<file path="src/rtl/agree_pkg.sv">
package agree_pkg;
  typedef logic [1:0] ctr_t;

  localparam ctr_t CTR_WEAK_AGREE = 2'b10;
  localparam ctr_t CTR_MAX        = 2'b11;
  localparam ctr_t CTR_MIN        = 2'b00;

  function automatic ctr_t ctr_step(input ctr_t cur, input logic agree);
    ctr_t nxt;
    if (agree) nxt = (cur == CTR_MAX) ? CTR_MAX : cur + 2'd1;
    else       nxt = (cur == CTR_MIN) ? CTR_MIN : cur - 2'd1;
    return nxt;
  endfunction
endpackage

</file>
<file path="src/rtl/agree_hist.sv">
module agree_hist #(
  parameter int HIST_W = 6
) (
  input  logic              clk,
  input  logic              rst,
  input  logic              shift_en,
  input  logic              bit_in,
  output logic [HIST_W-1:0] hist
);
  logic [HIST_W-1:0] hist_q;

  always_ff @(posedge clk) begin
    if (rst)           hist_q <= '0;
    else if (shift_en) hist_q <= {hist_q[HIST_W-2:0], bit_in};
  end

  assign hist = hist_q;

  assert_hist_shift_R8: assert property (@(posedge clk) disable iff (rst)
    shift_en |=> (hist_q[0] == $past(bit_in)) &&
                 (hist_q[HIST_W-1:1] == $past(hist_q[HIST_W-2:0])));

  assert_hist_hold_R8: assert property (@(posedge clk) disable iff (rst)
    !shift_en |=> $stable(hist_q));
endmodule

</file>
<file path="src/rtl/agree_bias_tbl.sv">
module agree_bias_tbl #(
  parameter int PC_W  = 16,
  parameter int IDX_W = 4
) (
  input  logic            clk,
  input  logic            rst,
  input  logic [PC_W-1:0] rd_pc,
  output logic            rd_hit,
  output logic            rd_bias,
  input  logic            wr_en,
  input  logic [PC_W-1:0] wr_pc,
  input  logic            wr_taken,
  output logic            wr_hit,
  output logic            wr_bias
);
  localparam int DEPTH = 1 << IDX_W;
  localparam int TAG_W = PC_W - IDX_W;

  logic [DEPTH-1:0] vld_q;
  logic [TAG_W-1:0] tag_mem  [DEPTH];
  logic             bias_mem [DEPTH];

  logic [IDX_W-1:0] r_idx, w_idx;
  logic [TAG_W-1:0] r_tag, w_tag;
  logic             alloc;

  assign r_idx = rd_pc[IDX_W-1:0];
  assign r_tag = rd_pc[PC_W-1:IDX_W];
  assign w_idx = wr_pc[IDX_W-1:0];
  assign w_tag = wr_pc[PC_W-1:IDX_W];

  assign rd_hit  = vld_q[r_idx] && (tag_mem[r_idx] == r_tag);
  assign rd_bias = bias_mem[r_idx];
  assign wr_hit  = vld_q[w_idx] && (tag_mem[w_idx] == w_tag);
  assign wr_bias = wr_hit ? bias_mem[w_idx] : wr_taken;
  assign alloc   = wr_en && !wr_hit;

  // valid bits live in flops so reset can clear them in one cycle
  always_ff @(posedge clk) begin
    if (rst)        vld_q <= '0;
    else if (alloc) vld_q[w_idx] <= 1'b1;
  end

  // tag and bias storage carries no reset, so it maps onto RAM
  always_ff @(posedge clk) begin
    if (alloc) begin
      tag_mem[w_idx]  <= w_tag;
      bias_mem[w_idx] <= wr_taken;
    end
  end

  assert_alloc_bias_R4: assert property (@(posedge clk) disable iff (rst)
    alloc |=> vld_q[$past(w_idx)] && (bias_mem[$past(w_idx)] == $past(wr_taken)));

  assert_bias_keep_R5: assert property (@(posedge clk) disable iff (rst)
    (wr_en && wr_hit) |=> bias_mem[$past(w_idx)] == $past(bias_mem[w_idx]));

  assert_replace_tag_R9: assert property (@(posedge clk) disable iff (rst)
    alloc |=> tag_mem[$past(w_idx)] == $past(w_tag));
endmodule

</file>
<file path="src/rtl/agree_ctr_tbl.sv">
module agree_ctr_tbl
  import agree_pkg::*;
#(
  parameter int IDX_W = 6
) (
  input  logic             clk,
  input  logic             rst,
  input  logic [IDX_W-1:0] rd_idx,
  output ctr_t             rd_ctr,
  input  logic             wr_en,
  input  logic [IDX_W-1:0] wr_idx,
  input  logic             wr_agree,
  output ctr_t             wr_cur
);
  localparam int DEPTH = 1 << IDX_W;

  ctr_t ctr_q [DEPTH];

  assign rd_ctr = ctr_q[rd_idx];
  assign wr_cur = ctr_q[wr_idx];

  always_ff @(posedge clk) begin
    if (rst) begin
      for (int i = 0; i < DEPTH; i++) ctr_q[i] <= CTR_WEAK_AGREE;
    end else if (wr_en) begin
      ctr_q[wr_idx] <= ctr_step(wr_cur, wr_agree);
    end
  end

  assert_ctr_up_R6: assert property (@(posedge clk) disable iff (rst)
    (wr_en && wr_agree && wr_cur != CTR_MAX) |=>
      ctr_q[$past(wr_idx)] == ctr_t'($past(wr_cur) + 2'd1));

  assert_ctr_ceiling_R6: assert property (@(posedge clk) disable iff (rst)
    (wr_en && wr_agree && wr_cur == CTR_MAX) |=> ctr_q[$past(wr_idx)] == CTR_MAX);

  assert_ctr_down_R6: assert property (@(posedge clk) disable iff (rst)
    (wr_en && !wr_agree && wr_cur != CTR_MIN) |=>
      ctr_q[$past(wr_idx)] == ctr_t'($past(wr_cur) - 2'd1));

  assert_ctr_floor_R6: assert property (@(posedge clk) disable iff (rst)
    (wr_en && !wr_agree && wr_cur == CTR_MIN) |=> ctr_q[$past(wr_idx)] == CTR_MIN);
endmodule

</file>
<file path="src/rtl/agree_pred.sv">
module agree_pred
  import agree_pkg::*;
#(
  parameter int PC_W       = 16,
  parameter int HIST_W     = 6,
  parameter int BIAS_IDX_W = 4
) (
  input  logic            clk,
  input  logic            rst,
  input  logic [PC_W-1:0] pred_pc,
  input  logic            upd_valid,
  input  logic [PC_W-1:0] upd_pc,
  input  logic            upd_taken,
  output logic            pred_hit,
  output logic            pred_taken
);
  logic [HIST_W-1:0] hist;
  logic [HIST_W-1:0] rd_idx, wr_idx;
  logic              rd_hit, rd_bias, wr_hit, wr_bias, wr_agree;
  ctr_t              rd_ctr, wr_cur;

  assign rd_idx   = hist ^ pred_pc[HIST_W-1:0];
  assign wr_idx   = hist ^ upd_pc[HIST_W-1:0];
  assign wr_agree = (upd_taken == wr_bias);

  agree_hist #(.HIST_W(HIST_W)) u_hist (
    .clk      (clk),
    .rst      (rst),
    .shift_en (upd_valid),
    .bit_in   (upd_taken),
    .hist     (hist)
  );

  agree_bias_tbl #(.PC_W(PC_W), .IDX_W(BIAS_IDX_W)) u_bias (
    .clk      (clk),
    .rst      (rst),
    .rd_pc    (pred_pc),
    .rd_hit   (rd_hit),
    .rd_bias  (rd_bias),
    .wr_en    (upd_valid),
    .wr_pc    (upd_pc),
    .wr_taken (upd_taken),
    .wr_hit   (wr_hit),
    .wr_bias  (wr_bias)
  );

  agree_ctr_tbl #(.IDX_W(HIST_W)) u_ctr (
    .clk      (clk),
    .rst      (rst),
    .rd_idx   (rd_idx),
    .rd_ctr   (rd_ctr),
    .wr_en    (upd_valid),
    .wr_idx   (wr_idx),
    .wr_agree (wr_agree),
    .wr_cur   (wr_cur)
  );

  always_ff @(posedge clk) begin
    if (rst) begin
      pred_hit   <= 1'b0;
      pred_taken <= 1'b0;
    end else begin
      pred_hit   <= rd_hit;
      pred_taken <= rd_hit & (rd_ctr[1] ? rd_bias : ~rd_bias);
    end
  end

  assert_miss_not_taken_R3: assert property (@(posedge clk) disable iff (rst)
    !pred_hit |-> !pred_taken);

  assert_update_allocates_R4: assert property (@(posedge clk) disable iff (rst)
    (upd_valid && !wr_hit) |=> u_bias.vld_q[$past(upd_pc[BIAS_IDX_W-1:0])]);
endmodule

</file>
<file path="config.mk">
export PLATFORM = sky130hd
export DESIGN_NAME = agree_pred
export DESIGN_NICKNAME = d
export VERILOG_FILES = /design/src/rtl/agree_pkg.sv /design/src/rtl/agree_hist.sv /design/src/rtl/agree_bias_tbl.sv /design/src/rtl/agree_ctr_tbl.sv /design/src/rtl/agree_pred.sv
export SDC_FILE = /design/constraint.sdc
export NUM_CORES = 1
export LEC_CHECK = 0
export ABC_AREA = 1
export BUFFER_PORTS_ARGS = -buffer_cell sky130_fd_sc_hd__buf_2
export CAP_MARGIN = 10
export CORE_UTILIZATION = 64
export CTS_CLUSTER_SIZE = 28
export DETAILED_ROUTE_END_ITERATION = 10
export PLACE_DENSITY = 0.81
export SETUP_SLACK_MARGIN = 0.15
export SYNTH_ARGS = -nofsm -noshare
export SYNTH_HDL_FRONTEND = slang
export SYNTH_SLANG_ARGS = --single-unit
</file>
<file path="constraint.sdc">
create_clock -name clk -period 3.7 [get_ports clk]
set_input_delay 0.185 -clock clk [delete_from_list [all_inputs] [get_ports clk]]
set_output_delay 0.185 -clock clk [all_outputs]
set_load 0.02 [all_outputs]
</file>
# Word-level counts from Yosys, hierarchy flattened
# Memory sizes are Yosys's and may differ from the RTL's.
# Cells that the tools add are included.
[word_totals]
ff_bits = 24
mem_bits_rw = 336
inputBits = 36
out_inout_bits = 2
word_cells = 51
mem_count = 3
[classes]
addsub = 2
n_lt_le_gt_ge = 3
eq_ne = 4
n_mux = 23
bitwise = 5
reduce_logical = 7
[mem_list]
columns = ["memory", "words", "word_bits", "read_ports", "rd_ports_with_merged_regs", "wr", "line_no", "text"]
rows = [
  ["u_bias.tag_mem", 16, 12, 2, 0, 1, "agree_bias_tbl.sv:20", "logic [TAG_W-1:0] tag_mem [DEPTH];"],
  ["u_ctr.ctr_q", 64, 2, 2, 0, 64, "agree_ctr_tbl.sv:17", "ctr_t ctr_q [DEPTH];"],
  ["u_bias.bias_mem", 16, 1, 2, 0, 1, "agree_bias_tbl.sv:21", "logic bias_mem [DEPTH];"],
]
[op_table]
columns = ["operator", "count"]
rows = [
  ["equality test 12 bit", 2],
  ["bitwise OR 16 bit", 1],
  ["two-way mux 1 bit", 13],
  ["two-way mux 2 bit", 6],
  ["XOR 6 bit", 2],
  ["< comparator 4 x 5 -> 1 bit, second input constant", 2],
  ["binary-select mux 1 bit (select 4 bit)", 2],
  ["two-way mux 6 bit", 1],
  ["demux 1 bit (select 4 bit)", 1],
  [">= comparator 4 x 1 -> 1 bit, second input constant", 1],
  ["logical AND 1 bit", 4],
  ["adder 2 x 1 -> 2 bit, second input constant", 1],
  ["equality test 2 bit, second input constant", 1],
  ["logical NOT 2 bit", 1],
  ["OR reduction 2 bit", 1],
  ["subtractor 2 x 1 -> 2 bit, second input constant", 1],
  ["bitwise AND 1 bit", 1],
  ["equality test 1 bit", 1],
  ["logical NOT 1 bit", 1],
  ["NOT 1 bit", 1],
]

# Logic depth before layout (Yosys ltp)
[logic_depth]
ltp_word = 9
depth_mapped = 20
mapped_depth_nobuf = 17

# Cells and area by module
# A second synthesis with hierarchy kept.
[hier_totals]
cells_unflattened = 2577
area_unflattened_um2 = 20786.2
[modules_own_cells]
columns = ["mod", "instances", "cells_per_inst", "area_each_um2", "seq_area_each_um2"]
rows = [
  ["agree_bias_tbl", 1, 1368, 11678.7, 6566.3],
  ["agree_ctr_tbl", 1, 1149, 8677.1, 3843.7],
  ["agree_hist", 1, 38, 247.7, 120.1],
  ["agree_pred", 1, 22, 182.7, 40.0],
]

# Least setup slack after synthesis
# Ideal clock, no wire load.
[synth_path]
path_type = "input-to-reg"
startpoint = "input upd_pc[1]"
endpoint = "memory u_bias.bias_mem[10] (enable)"
setup_ps = 349
arrival_ps = 1960
required_ps = 3351
setup_slack_ps = 1391
stages = 15
path_buffers = 3
cell_sequence = "buf_4 -> inv_2 -> nand2_1 -> buf_2 -> o21ai_1 -> o21ai_0 -> nand2_1 -> o21ai_0 -> nand2_1 -> nand3_1 -> nor2_1 -> nand2_1 -> buf_2 -> nand3_1 -> inv_1"
[synth_between]
elab_chain_len = 7
elab_cells_between_ends = 9
cone_classes = "eq/ne: 1; mux: 4; reduce/logical: 3; memory: 1"
[synth_rtl]
columns = ["item", "line_no", "text"]
rows = [
  ["from (decl)", "agree_pred.sv:12", "input logic [PC_W-1:0] upd_pc,"],
  ["memory (16 x 12 bit) or binary-select mux 1 bit (select 4 bit) (tied branches)", "-", ""],
  ["equality test 12 bit or two-way mux 1 bit (tied branches)", "agree_bias_tbl.sv:34", "assign wr_hit = vld_q[w_idx] && (tag_mem[w_idx] == w_tag);"],
  ["logical AND 1 bit", "agree_bias_tbl.sv:34", ""],
  ["logical NOT 1 bit", "agree_bias_tbl.sv:36", "assign alloc = wr_en && !wr_hit;"],
  ["logical AND 1 bit", "agree_bias_tbl.sv:36", ""],
  ["two-way mux 1 bit", "agree_bias_tbl.sv:46", "if (alloc) begin"],
  ["two-way mux 1 bit (implied by the code)", "agree_bias_tbl.sv:48", "bias_mem[w_idx] <= wr_taken;"],
  ["to (decl)", "agree_bias_tbl.sv:21", ""],
]
# Several ways; a longest one is shown, not always the timed one. The select of a mux whose other input is x is not followed.

==> flow_summary.ini <==
[global_route]
antenna_found_initial = 2
grt-ovfl-total = 0
grt_pass1_vias = 17000
grt_max_degree = 112
gr-usage-all-layers = 0.375
grt_pass1_wl_um = 89800

[yosys]
netlist_instances = 2549
avgSynthCellArea_sq_um = 7.77
synth_nets = 2585
ys_types = 33
yosys-top-cells-area = edfxtp_1 51%, nand2_1 19%, nor2_1 6.8%
syn_area_sq_um = 19800
yosysTopAreaCell = edfxtp_1
synth-seq-cells = 360
yosysWarnings = 0
ys_seq_area_frac = 0.534
synth_top_area_share = 0.510

[routing]
dr.pass1.iters = 9
wl_per_cell_um = 19.9
wl_um = 59200
viasPerCell = 6.11
ant_nets = 0
remaining_drc_errors = 0
vias = 18100
first_iter_violations = 2382

[power]
peakVddDrop_mv = 0.393
p_leak_uw = 0.00913
power_density_nw_per_um2 = 447

[sta]
finalHoldViolations = 0
period_needed_ns = 3.26
tightest_slew_ns = 1.02
setup_viol = 0
maxSlewViolCount = 0
fmax_mhz = 306
fin_skew_ns = 0.0216
finalCritPeriodShare = 0.882
rsz0062_at_grt = no
relSlewSlack = 0.319
setup_tns_ns = 0

[worst_setup_path]
worstSetupPathType = reg2reg
crit_path_cell_trace = inv_1 -> nand2_1 -> nand2_1 -> clkinv_1 -> buf_4 -> nand2_1 -> nand3_1 -> nand3_1 -> nand2_1 -> nand2_1 -> nand2_1 -> nand2_1 -> nand3_2 -> nand2_2 -> buf_12 -> nor2_1
crit_fanout = 64
path_common_cell = nand2_1
endpoint_kind = flip-flop
cp.required_ns = 3.97
worstPathArrival_ns = 3.53
slowest_delay_ns = 0.55
startpoint_type = flip-flop
critPathSlowestCell = clkinv_1

[clock_network]
clk_latency_ns = 0.54
cts_tree = done
cts_num_sinks = 360
cts-htree-levels = 2
cts_buffer_depth = 3
cts_setup_buffers = 0
cts_buffers = 38
cts_resized = 0
clk_pin_slew_ns = 0.06
postCtsHoldBufs = 0
clockRootBuffer = clkbuf_16

[run_status]
outcome = completed

[layout]
layout-drive-gt1-share = 0.0642
post-route-util = 0.709
layout_commonest_cell = nand2_1
fin_area_sq_um = 21600
area_growth_pct = 9.31
fin_nets = 2580
final_cell_mix = 998 x nand2_1, 358 x nor2_1, 336 x edfxtp_1

[floorplan]
ios = 38
dieArea_sq_um = 31600
start_util = 0.649
core-area_sq_um = 30500
rows = 64
dieWidth_um = 178
die_h_um = 178

[placed_design]
dp_hpwl_um = 36000
gp_congestion = 0.947
port_buffers = 37
placed_cell_area_sq_um = 20400

[hold_path]
worst_hold_path_type = in2reg

[job]
drv_cap = 0
[per-stage QoR]
stage	hold slack, ns	instances	setup slack, ns	total power [uW]
floorplan	0.284	2549	1.39	5500
global placement	0.459	2900	0.398	5910
detailed placement	0.460	2900	0.367	5940
CTS	0.0373	2967	0.597	9630
global route	0.0393	2967	0.235	9930
finish	0.0379	2970	0.435	9670
[power breakdown]
part           internal, uW  total [uW]  switching, uW
clock network          2190        3760           1570
logic                   367        1340            973
registers              4530        4570           38.4
total                  7080        9670           2590
[metal layers]
| metal | vias to the layer above | global-route usage | wire [um] |
|---|---|---|---|
| li1 | 8245 | - | - |
| met1 | 8334 | 0.449 | 20600 |
| met2 | 1246 | 0.619 | 27700 |
| met3 | 309 | 0.0767 | 6940 |
| met4 | 0 | 0.236 | 3820 |
| met5 | - | 0 | 0 |
[cell type report]
cell class	count	area (sq um)
multi-input cells	1823	7740
clock inverters	18	186
flip-flops and latches	360	10600
well taps	396	495
diodes	3	7.51
clock buffers	49	1030
fillers	2281	8870
repair buffers	90	738
inverters	231	867
[cell usage after synthesis]
master / count
nand2_2: 4
clkinv_1: 3
nand3b_1: 6
o211ai_1: 62
edfxtp_1: 336
nor2_1: 358
o21ai_1: 9
nand2_1: 999
nand3_1: 136
o31ai_1: 1
inv_1: 218
and2_1: 1
buf_1: 12
a221o_1: 2
clkbuf_1: 62
dfxtp_1: 24
o21ai_0: 147
o21bai_1: 5
buf_4: 15
nand4_1: 11
xor2_1: 2
inv_2: 10
nand3_2: 1
o22ai_1: 14
xnor2_2: 1
buf_2: 46
and2_0: 1
xnor2_1: 6
nor3_1: 1
a221oi_1: 2
a21oi_1: 47
o221ai_1: 6
nor2_4: 1
[path summary, 6_finish.rpt]
| check | cells after the start | startpoint | to | slack, ns |
|---|---|---|---|---|
| max | 16 | u_hist.hist[2]$_SDFFE_PP0P_ | u_ctr.ctr_q[2][0]$_SDFFCE_PN0P_ | 0.44 |
| max reg2reg | 16 | u_hist.hist[2]$_SDFFE_PP0P_ | u_ctr.ctr_q[2][0]$_SDFFCE_PN0P_ | 0.44 |
| min | 1 | upd_pc[15] | u_bias.tag_mem[14][11]$_DFFE_PP_ | 0.04 |
| min reg2reg | 2 | u_bias.vld_q[4]$_SDFFE_PP0N_ | u_bias.vld_q[4]$_SDFFE_PP0N_ | 0.48 |
[flip-flops by register name, indices dropped and copies added (netlist names)]
signal           count
u_hist.hist          6
u_bias.vld_q        16
u_bias.bias_mem     16
u_ctr.ctr_q        128
u_bias.tag_mem     192
pred_hit             1
pred_taken           1
[kinds of logic after synthesis]
family / count (synthesis) / synth area share
DFF: 360 / 0.534
and+or+nand+nor: 1519 / 0.301
AOI/OAI and AO/OA: 295 / 0.0861
xor gates and xnor gates: 9 / 0.00436
buffers and inverters: 366 / 0.0751
[worst max-delay path, delay by kind of cell (launching register included)]
| kind | cells | cell delay (ns) |
|---|---|---|
| flip-flops | 1 | 0.35 |
| AND/OR/NAND/NOR | 12 | 1.32 |
| buffers and inverters | 4 | 1.24 |
(Power assumes the default switching activity.)
